==> config.mk <==
export PLATFORM = sky130hd
export DESIGN_NAME = kbc_host_if
export DESIGN_NICKNAME = d
export VERILOG_FILES = /design/src/rtl/kbc_pkg.sv /design/src/rtl/kbc_cmd_decode.sv /design/src/rtl/kbc_src_buf.sv /design/src/rtl/kbc_host_if.sv
export SDC_FILE = /design/constraint.sdc
export NUM_CORES = 1
export LEC_CHECK = 0
export ABC_AREA = 1
export ABC_CLOCK_PERIOD_IN_PS = 1800
export BUFFER_PORTS_ARGS = -buffer_cell sky130_fd_sc_hd__buf_2
export CORE_MARGIN = 2
export CORE_UTILIZATION = 50
export DETAILED_ROUTE_END_ITERATION = 12
export PLACE_DENSITY = 0.76
export SLEW_MARGIN = 20
export SYNTH_ARGS = -nofsm -noshare
export SYNTH_HDL_FRONTEND = slang
export SYNTH_SLANG_ARGS = --single-unit
==> constraint.sdc <==
create_clock -name clk -period 1.8 [get_ports clk]
set_clock_uncertainty 0.1 [all_clocks]
set_input_delay 0.27 -clock clk [delete_from_list [all_inputs] [get_ports clk]]
set_output_delay 0.27 -clock clk [all_outputs]
set_load 0.005 [all_outputs]
==> src/rtl/kbc_pkg.sv <==
package kbc_pkg;

   localparam int NSRC    = 2;
   localparam int SRC_KBD = 0;
   localparam int SRC_AUX = 1;

   // mode byte bit positions
   localparam int MB_KBD_IRQ = 0;
   localparam int MB_AUX_IRQ = 1;
   localparam int MB_KBD_DIS = 4;
   localparam int MB_AUX_DIS = 5;

   // output port bit positions
   localparam int OP_RUN = 0;
   localparam int OP_A20 = 1;

   // command codes
   localparam logic [7:0] C_GET_MODE  = 8'h20;
   localparam logic [7:0] C_SET_MODE  = 8'h60;
   localparam logic [7:0] C_AUX_OFF   = 8'hA7;
   localparam logic [7:0] C_AUX_ON    = 8'hA8;
   localparam logic [7:0] C_AUX_TEST  = 8'hA9;
   localparam logic [7:0] C_SELFTEST  = 8'hAA;
   localparam logic [7:0] C_KBD_TEST  = 8'hAB;
   localparam logic [7:0] C_KBD_OFF   = 8'hAD;
   localparam logic [7:0] C_KBD_ON    = 8'hAE;
   localparam logic [7:0] C_GET_IN    = 8'hC0;
   localparam logic [7:0] C_GET_OUT   = 8'hD0;
   localparam logic [7:0] C_SET_OUT   = 8'hD1;
   localparam logic [7:0] C_PUT_KBUF  = 8'hD2;
   localparam logic [7:0] C_PUT_ABUF  = 8'hD3;
   localparam logic [7:0] C_TO_AUX    = 8'hD4;
   localparam logic [7:0] C_GATE_LO   = 8'hDD;
   localparam logic [7:0] C_GATE_HI   = 8'hDF;

   typedef enum logic [2:0] {
      TGT_NONE, TGT_MODE, TGT_OUTP, TGT_KBUF, TGT_ABUF, TGT_AUXDEV
   } tgt_e;

   typedef enum logic [2:0] {
      RPL_NONE, RPL_MODE, RPL_OUTP, RPL_ZERO, RPL_INPORT, RPL_SELFTEST
   } rpl_e;

   typedef struct packed {
      logic arm;
      tgt_e tgt;
      rpl_e rpl;
      logic aux_off;
      logic aux_on;
      logic kbd_off;
      logic kbd_on;
      logic gate_hi;
      logic gate_lo;
      logic sys_rst;
   } act_t;

endpackage

==> src/rtl/kbc_cmd_decode.sv <==
module kbc_cmd_decode
   import kbc_pkg::*;
(
   input  logic [7:0] cmd,
   output act_t       act
);

   always_comb begin
      act = '0;
      act.tgt = TGT_NONE;
      act.rpl = RPL_NONE;
      if (cmd[7:4] == 4'hF) begin
         act.sys_rst = ~cmd[0];
      end else begin
         unique case (cmd)
            C_GET_MODE: act.rpl = RPL_MODE;
            C_GET_OUT:  act.rpl = RPL_OUTP;
            C_AUX_TEST: act.rpl = RPL_ZERO;
            C_KBD_TEST: act.rpl = RPL_ZERO;
            C_GET_IN:   act.rpl = RPL_INPORT;
            C_SELFTEST: act.rpl = RPL_SELFTEST;
            C_SET_MODE: begin act.arm = 1'b1; act.tgt = TGT_MODE;   end
            C_SET_OUT:  begin act.arm = 1'b1; act.tgt = TGT_OUTP;   end
            C_PUT_KBUF: begin act.arm = 1'b1; act.tgt = TGT_KBUF;   end
            C_PUT_ABUF: begin act.arm = 1'b1; act.tgt = TGT_ABUF;   end
            C_TO_AUX:   begin act.arm = 1'b1; act.tgt = TGT_AUXDEV; end
            C_AUX_OFF:  act.aux_off = 1'b1;
            C_AUX_ON:   act.aux_on  = 1'b1;
            C_KBD_OFF:  act.kbd_off = 1'b1;
            C_KBD_ON:   act.kbd_on  = 1'b1;
            C_GATE_HI:  act.gate_hi = 1'b1;
            C_GATE_LO:  act.gate_lo = 1'b1;
            default:    act = act;
         endcase
      end
   end

endmodule

==> src/rtl/kbc_src_buf.sv <==
module kbc_src_buf #(
   parameter int DATA_W = 8
) (
   input  logic              clk,
   input  logic              rst_n,
   input  logic              dev_valid,
   input  logic [DATA_W-1:0] dev_data,
   output logic              dev_ready,
   input  logic              inj_valid,
   input  logic [DATA_W-1:0] inj_data,
   input  logic              pop,
   output logic              full,
   output logic [DATA_W-1:0] data
);

   logic              full_q;
   logic [DATA_W-1:0] data_q;

   assign dev_ready = ~full_q & ~inj_valid;
   assign full      = full_q;
   assign data      = data_q;

   always_ff @(posedge clk or negedge rst_n) begin
      if (!rst_n) begin
         full_q <= 1'b0;
         data_q <= '0;
      end else if (inj_valid) begin
         full_q <= 1'b1;
         data_q <= inj_data;
      end else if (dev_valid && dev_ready) begin
         full_q <= 1'b1;
         data_q <= dev_data;
      end else if (pop) begin
         full_q <= 1'b0;
      end
   end

   AST_READY_ONLY_EMPTY: assert property (@(posedge clk) disable iff (!rst_n)
      dev_ready |-> !full_q);
   AST_INJECT_LANDS: assert property (@(posedge clk) disable iff (!rst_n)
      inj_valid |=> (full_q && data_q == $past(inj_data)));

endmodule

==> src/rtl/kbc_host_if.sv <==
module kbc_host_if
   import kbc_pkg::*;
#(
   parameter int               DATA_W      = 8,
   parameter logic [DATA_W-1:0] MODE_INIT   = 8'h03,
   parameter logic [DATA_W-1:0] OUTP_INIT   = 8'hCF,
   parameter logic [DATA_W-1:0] PASS_BYTE   = 8'h55,
   parameter logic [DATA_W-1:0] INPORT_BYTE = 8'h80
) (
   input  logic              clk,
   input  logic              rst_n,
   input  logic              host_wr,
   input  logic              host_rd,
   input  logic              host_sel,
   input  logic [DATA_W-1:0] host_wdata,
   output logic [DATA_W-1:0] host_rdata,
   input  logic              kbd_in_valid,
   input  logic [DATA_W-1:0] kbd_in_data,
   output logic              kbd_in_ready,
   input  logic              aux_in_valid,
   input  logic [DATA_W-1:0] aux_in_data,
   output logic              aux_in_ready,
   output logic              kbd_tx_valid,
   output logic [DATA_W-1:0] kbd_tx_data,
   output logic              aux_tx_valid,
   output logic [DATA_W-1:0] aux_tx_data,
   output logic              irq_kbd,
   output logic              irq_aux,
   output logic              a20_gate,
   output logic              sys_reset_req
);

   if (DATA_W != 8) begin : g_bad_width
      $error("kbc_host_if: command decode requires DATA_W == 8");
   end

   logic [DATA_W-1:0] mode_q;
   logic [1:0]        outp_hi_q;
   logic [3:0]        outp_lo_q;
   logic              selftest_q, cmdlast_q, rstp_q;
   tgt_e              latch_q;

   logic cmd_wr, dat_wr, rd_data;
   act_t act;

   logic [NSRC-1:0]             s_dev_valid, s_dev_ready, s_inj, s_pop, s_full;
   logic [NSRC-1:0][DATA_W-1:0] s_dev_data, s_inj_data, s_data;

   logic              any_full, aux_only;
   logic [DATA_W-1:0] outp_view, status_byte, reply_byte;

   assign cmd_wr  = host_wr & host_sel;
   assign dat_wr  = host_wr & ~host_sel;
   assign rd_data = host_rd & ~host_sel;

   kbc_cmd_decode u_dec (
      .cmd (host_wdata),
      .act (act)
   );

   assign any_full  = |s_full;
   assign aux_only  = s_full[SRC_AUX] & ~s_full[SRC_KBD];
   assign outp_view = {outp_hi_q, aux_only, any_full, outp_lo_q};
   assign status_byte = {2'b00, aux_only, 1'b1, cmdlast_q, selftest_q, 1'b0, any_full};

   always_comb begin
      unique case (act.rpl)
         RPL_MODE:     reply_byte = mode_q;
         RPL_OUTP:     reply_byte = outp_view;
         RPL_INPORT:   reply_byte = INPORT_BYTE;
         RPL_SELFTEST: reply_byte = PASS_BYTE;
         default:      reply_byte = '0;
      endcase
   end

   // source-side wiring
   assign s_dev_valid[SRC_KBD] = kbd_in_valid;
   assign s_dev_data[SRC_KBD]  = kbd_in_data;
   assign s_dev_valid[SRC_AUX] = aux_in_valid;
   assign s_dev_data[SRC_AUX]  = aux_in_data;

   assign s_inj[SRC_KBD] = (cmd_wr & (act.rpl != RPL_NONE)) |
                           (dat_wr & (latch_q == TGT_KBUF));
   assign s_inj_data[SRC_KBD] = cmd_wr ? reply_byte : host_wdata;
   assign s_inj[SRC_AUX]      = dat_wr & (latch_q == TGT_ABUF);
   assign s_inj_data[SRC_AUX] = host_wdata;

   assign s_pop[SRC_AUX] = rd_data & aux_only;
   assign s_pop[SRC_KBD] = rd_data & ~aux_only;

   for (genvar i = 0; i < NSRC; i++) begin : g_src
      kbc_src_buf #(.DATA_W(DATA_W)) u_buf (
         .clk       (clk),
         .rst_n     (rst_n),
         .dev_valid (s_dev_valid[i]),
         .dev_data  (s_dev_data[i]),
         .dev_ready (s_dev_ready[i]),
         .inj_valid (s_inj[i]),
         .inj_data  (s_inj_data[i]),
         .pop       (s_pop[i]),
         .full      (s_full[i]),
         .data      (s_data[i])
      );
   end

   assign kbd_in_ready = s_dev_ready[SRC_KBD];
   assign aux_in_ready = s_dev_ready[SRC_AUX];

   assign host_rdata = host_sel ? status_byte :
                       (aux_only ? s_data[SRC_AUX] : s_data[SRC_KBD]);

   assign kbd_tx_valid = dat_wr & (latch_q == TGT_NONE);
   assign kbd_tx_data  = host_wdata;
   assign aux_tx_valid = dat_wr & (latch_q == TGT_AUXDEV);
   assign aux_tx_data  = host_wdata;

   assign irq_aux = aux_only & mode_q[MB_AUX_IRQ];
   assign irq_kbd = s_full[SRC_KBD] & mode_q[MB_KBD_IRQ] & ~mode_q[MB_KBD_DIS];
   assign a20_gate      = outp_lo_q[OP_A20];
   assign sys_reset_req = rstp_q;

   always_ff @(posedge clk or negedge rst_n) begin
      if (!rst_n) begin
         mode_q     <= MODE_INIT;
         outp_hi_q  <= OUTP_INIT[7:6];
         outp_lo_q  <= OUTP_INIT[3:0];
         selftest_q <= 1'b0;
         cmdlast_q  <= 1'b1;
         rstp_q     <= 1'b0;
         latch_q    <= TGT_NONE;
      end else begin
         rstp_q <= 1'b0;
         if (cmd_wr) begin
            cmdlast_q <= 1'b1;
            if (act.arm)                  latch_q <= act.tgt;
            if (act.aux_off)              mode_q[MB_AUX_DIS] <= 1'b1;
            if (act.aux_on)               mode_q[MB_AUX_DIS] <= 1'b0;
            if (act.kbd_off)              mode_q[MB_KBD_DIS] <= 1'b1;
            if (act.kbd_on)               mode_q[MB_KBD_DIS] <= 1'b0;
            if (act.gate_hi)              outp_lo_q[OP_A20] <= 1'b1;
            if (act.gate_lo)              outp_lo_q[OP_A20] <= 1'b0;
            if (act.rpl == RPL_SELFTEST)  selftest_q <= 1'b1;
            rstp_q <= act.sys_rst;
         end else if (dat_wr) begin
            cmdlast_q <= 1'b0;
            latch_q   <= TGT_NONE;
            if (latch_q == TGT_MODE) mode_q <= host_wdata;
            if (latch_q == TGT_OUTP) begin
               outp_hi_q <= host_wdata[7:6];
               outp_lo_q <= host_wdata[3:0];
               rstp_q    <= ~host_wdata[OP_RUN];
            end
         end
      end
   end

   AST_LATCH_ONE_SHOT: assert property (@(posedge clk) disable iff (!rst_n)
      dat_wr |=> latch_q == TGT_NONE);
   AST_RESET_FROM_WRITE: assert property (@(posedge clk) disable iff (!rst_n)
      sys_reset_req |-> $past(host_wr));
   AST_GATE_RAISE: assert property (@(posedge clk) disable iff (!rst_n)
      (cmd_wr && host_wdata == C_GATE_HI) |=> a20_gate);
   AST_GATE_DROP: assert property (@(posedge clk) disable iff (!rst_n)
      (cmd_wr && host_wdata == C_GATE_LO) |=> !a20_gate);
   AST_IRQ_EXCLUSIVE: assert property (@(posedge clk) disable iff (!rst_n)
      !(irq_kbd && irq_aux));
   AST_AUX_HELD_BEHIND_KBD: assert property (@(posedge clk) disable iff (!rst_n)
      (rd_data && s_full[SRC_KBD] && s_full[SRC_AUX]) |=> s_full[SRC_AUX]);
   AST_SELFTEST_STICKY: assert property (@(posedge clk) disable iff (!rst_n)
      selftest_q |=> selftest_q);

endmodule

==> impl_metrics.json <==
{
  "status": "completed",
  "whs_ns": 0.0693,
  "nNetsFinal": 461,
  "crit_path_max_incr_delay_ns": 0.44,
  "n_fill_cell": 461,
  "layout-drive-gt1-share_pct": 32.5,
  "diodes": 0,
  "clockBufferDepth": 2,
  "ir_drop_mv": 0.673,
  "ys_ff_latch": 38,
  "slew_violations": 0,
  "r2r_start": "latch_q[0]",
  "synth_cell_types": 28,
  "area_delta_synth_final_pct": 24.9,
  "dp_cells": 487,
  "tritoncts": "done",
  "p_sw_share_pct": 34.9,
  "yosys_warnings": 0,
  "switchingPower_uw": 954,
  "rsz0062_at_grt": "yes",
  "syn_area_um2": 2500,
  "syn_area_per_cell_um2": 7.12,
  "grt_max_degree": 39,
  "h-tree-depth": 2,
  "portBuffers": 62,
  "ff2ff_path_depth": 7,
  "wl_per_cell_um": 14.7,
  "hpwl_mm": 5.64,
  "cp-startpoint": "latch_q[2]",
  "core_area_um2": 4790,
  "syn-num-nets": 382,
  "end_kind": "output pin",
  "final_common_cell": "nand2_1",
  "grt.total_usage_pct": 27.5,
  "crit_type": "reg2out",
  "layout_min_cycle_time_ns": 1.76,
  "path_cells": "nor2_2, nand3_4, nand2_8, nor2_1, buf_2",
  "powerDensity_nw_per_um2": 877,
  "layout_setup_ws_ns": 0.0448,
  "min_path_type": "in2reg",
  "grt_pass1_vias": 2437,
  "dr.pass1.iters": 7,
  "ios": 63,
  "slew_headroom_pct": 67.8,
  "antenna_found_initial": 0,
  "reg2reg_setup_slack_ns": 0.19,
  "ant_nets": 0,
  "multi_input_area_um2": 1230,
  "drt-total-wl_mm": 7.30,
  "critPathRequiredTime_ns": 1.43,
  "ys_seq_area_share_pct": 38.5,
  "die_area_um2": 5580,
  "cts_sinks": 38,
  "vias": 2696,
  "critPathCapture": "kbd_in_ready",
  "floorplan.initialDensity_pct": 52.2,
  "instances_no_fill": 498,
  "die_y_um": 74.7,
  "crit_fanout": 10,
  "gp_congestion": 0.987,
  "final_area_um2": 3120,
  "cts_root_buf": "clkbuf_8",
  "numCtsBuffers": 5,
  "p_total_uw": 2740,
  "arrival_ns": 1.39,
  "slowest_stage": "dfrtp_1",
  "grt_pass1_wl_mm": 11.5,
  "synth_cells": 351,
  "placed_area_um2": 2970,
  "worst_pin_slew_ns": 0.483,
  "die_w_um": 74.7,
  "max_freq_mhz": 570,
  "hold_violations": 0,
  "finalCritPeriodShare_pct": 97.5,
  "p_int_uw": 1780,
  "clock_latency_ns": 0.29,
  "mostFrequentLayoutCells": "nand2_1 (74), buf_2 (62), nand3_1 (51)",
  "seq_power_share_pct": 43.6,
  "p_leak_uw": 0.00160,
  "ff_latch_area_um2": 962,
  "p_clk_share_pct": 22.3,
  "grt.overflow.total": 0,
  "dp_slack_ns": 0.0401,
  "rows": 25,
  "path_clk_slew_ns": 0.07,
  "critPathLaunchType": "flop",
  "drt_iter0_drc": 187,
  "cap_violations": 0,
  "route.detailed.drc": 0,
  "finalSetupViolations": 0,
  "p_comb_share_pct": 34.1,
  "viasPerCell": 5.41,
  "r2r-end": "mode_q[5]"
}
## registers in the layout (all words and copies together), names as in the netlist
signal / flops
cmdlast_q: 1
g_src.u_buf.data: 16
g_src.u_buf.full: 2
latch_q: 3
mode_q: 8
outp_hi_q: 2
outp_lo_q: 4
selftest_q: 1
sys_reset_req: 1
## logic make-up (layout without fill, tap and decap cells)
kind of cell           after synthesis  after routing  share of synthesized area (%)
buffers and inverters               73            153                           13.6
AO/OA/AOI/OAI                       66             66                           15.4
AND/OR/NAND/NOR                    174            174                           32.5
flip-flops                          38             38                           38.5
## how the worst min path moves through the flow
| stage | start | to | slack (ns) | depth (start not counted) |
|---|---|---|---|---|
| 2_1_floorplan | rst_n | g_src[0].u_buf.data[0] | -0.13 | 0 |
| 3_3_place_gp | rst_n | g_src[0].u_buf.full | 0.24 | 2 |
| 3_5_place_dp | rst_n | g_src[0].u_buf.full | 0.25 | 2 |
| 4_1_cts | host_wr | cmdlast_q | 0.06 | 2 |
| 5_1_grt | host_wr | cmdlast_q | 0.1 | 2 |
| 6_report | host_wr | cmdlast_q | 0.07 | 2 |
## cells in the mapped netlist
cell type  instances  area, µm²
o221ai_1           6       52.6
nor3_2             1       10.0
nor4_1             3       18.8
o31ai_1            1       7.51
nand3b_1           1       7.51
nor2_1            27        101
nand3_2            3       30.0
dfstp_2            9        236
nand4_1            3       18.8
o211ai_1          11       82.6
nor2_4             2       22.5
a21oi_1            8       40.0
clkinv_1           1       3.75
dfrtp_1           29        726
nand2_4            1       11.3
nand2_2            2       12.5
nand2_8            1       20.0
nand3_1           51        255
o22ai_1            1       6.26
o21ai_0           39        195
inv_4              1       6.26
nand2_1           75        282
inv_2              5       18.8
nor2_2             3       18.8
buf_4             17        128
nor3_1             1       5.00
inv_1             43        161
clkbuf_1           6       22.5
## layout make-up
type / instances / area share, %
multi-input combinational: 240 / 39.4
sequential: 38 / 30.8
timing repair buffer: 95 / 18.0
inverter: 50 / 6.09
tap: 67 / 2.69
clock buffer: 6 / 2.65
clock inverter: 2 / 0.401
## power by group through the flow
stage	combinational (µW)	clock (µW)	sequential, µW
2_1_floorplan	511	0	1180
3_3_place_gp	841	0	1200
3_5_place_dp	861	0	1210
4_1_cts	899	633	1190
5_1_grt	1040	662	1220
6_report	934	611	1190
## worst max-delay path, delay by kind of cell, from the launching register on
family,cells,cell delay (ns)
DFF,1,0.44
and+or+nand+nor,4,0.54
buffers and inverters,1,0.12
## metrics by stage
step | TNS [ns] | utilization, %
floorplan | 0 | -
global placement | 0 | 62.0
detailed placement | 0 | 62.0
CTS | 0 | 64.5
global route | -0.0436 | 65.2
finish | 0 | 65.2
## repair_timing
action / CTS / global route
gates resized for setup: 4 / 9
buffers inserted: 1 / 1
endpoints found under the setup margin: 3 / 5
hold endpoints to repair: 29 / 0
hold buffers: 1 / 0
## metal layers
metal  track usage [%]  part of all wire (%)  vias up  wire, µm
li1                  -                     -     1308         -
met4              11.5                   3.3        0       244
met5                 0                     0        -         0
met2              42.5                    46      115      3350
met1              38.6                    44     1250      3230
met3              4.55                   6.7       23       486
No activity file was read; power rests on OpenSTA's default activity.
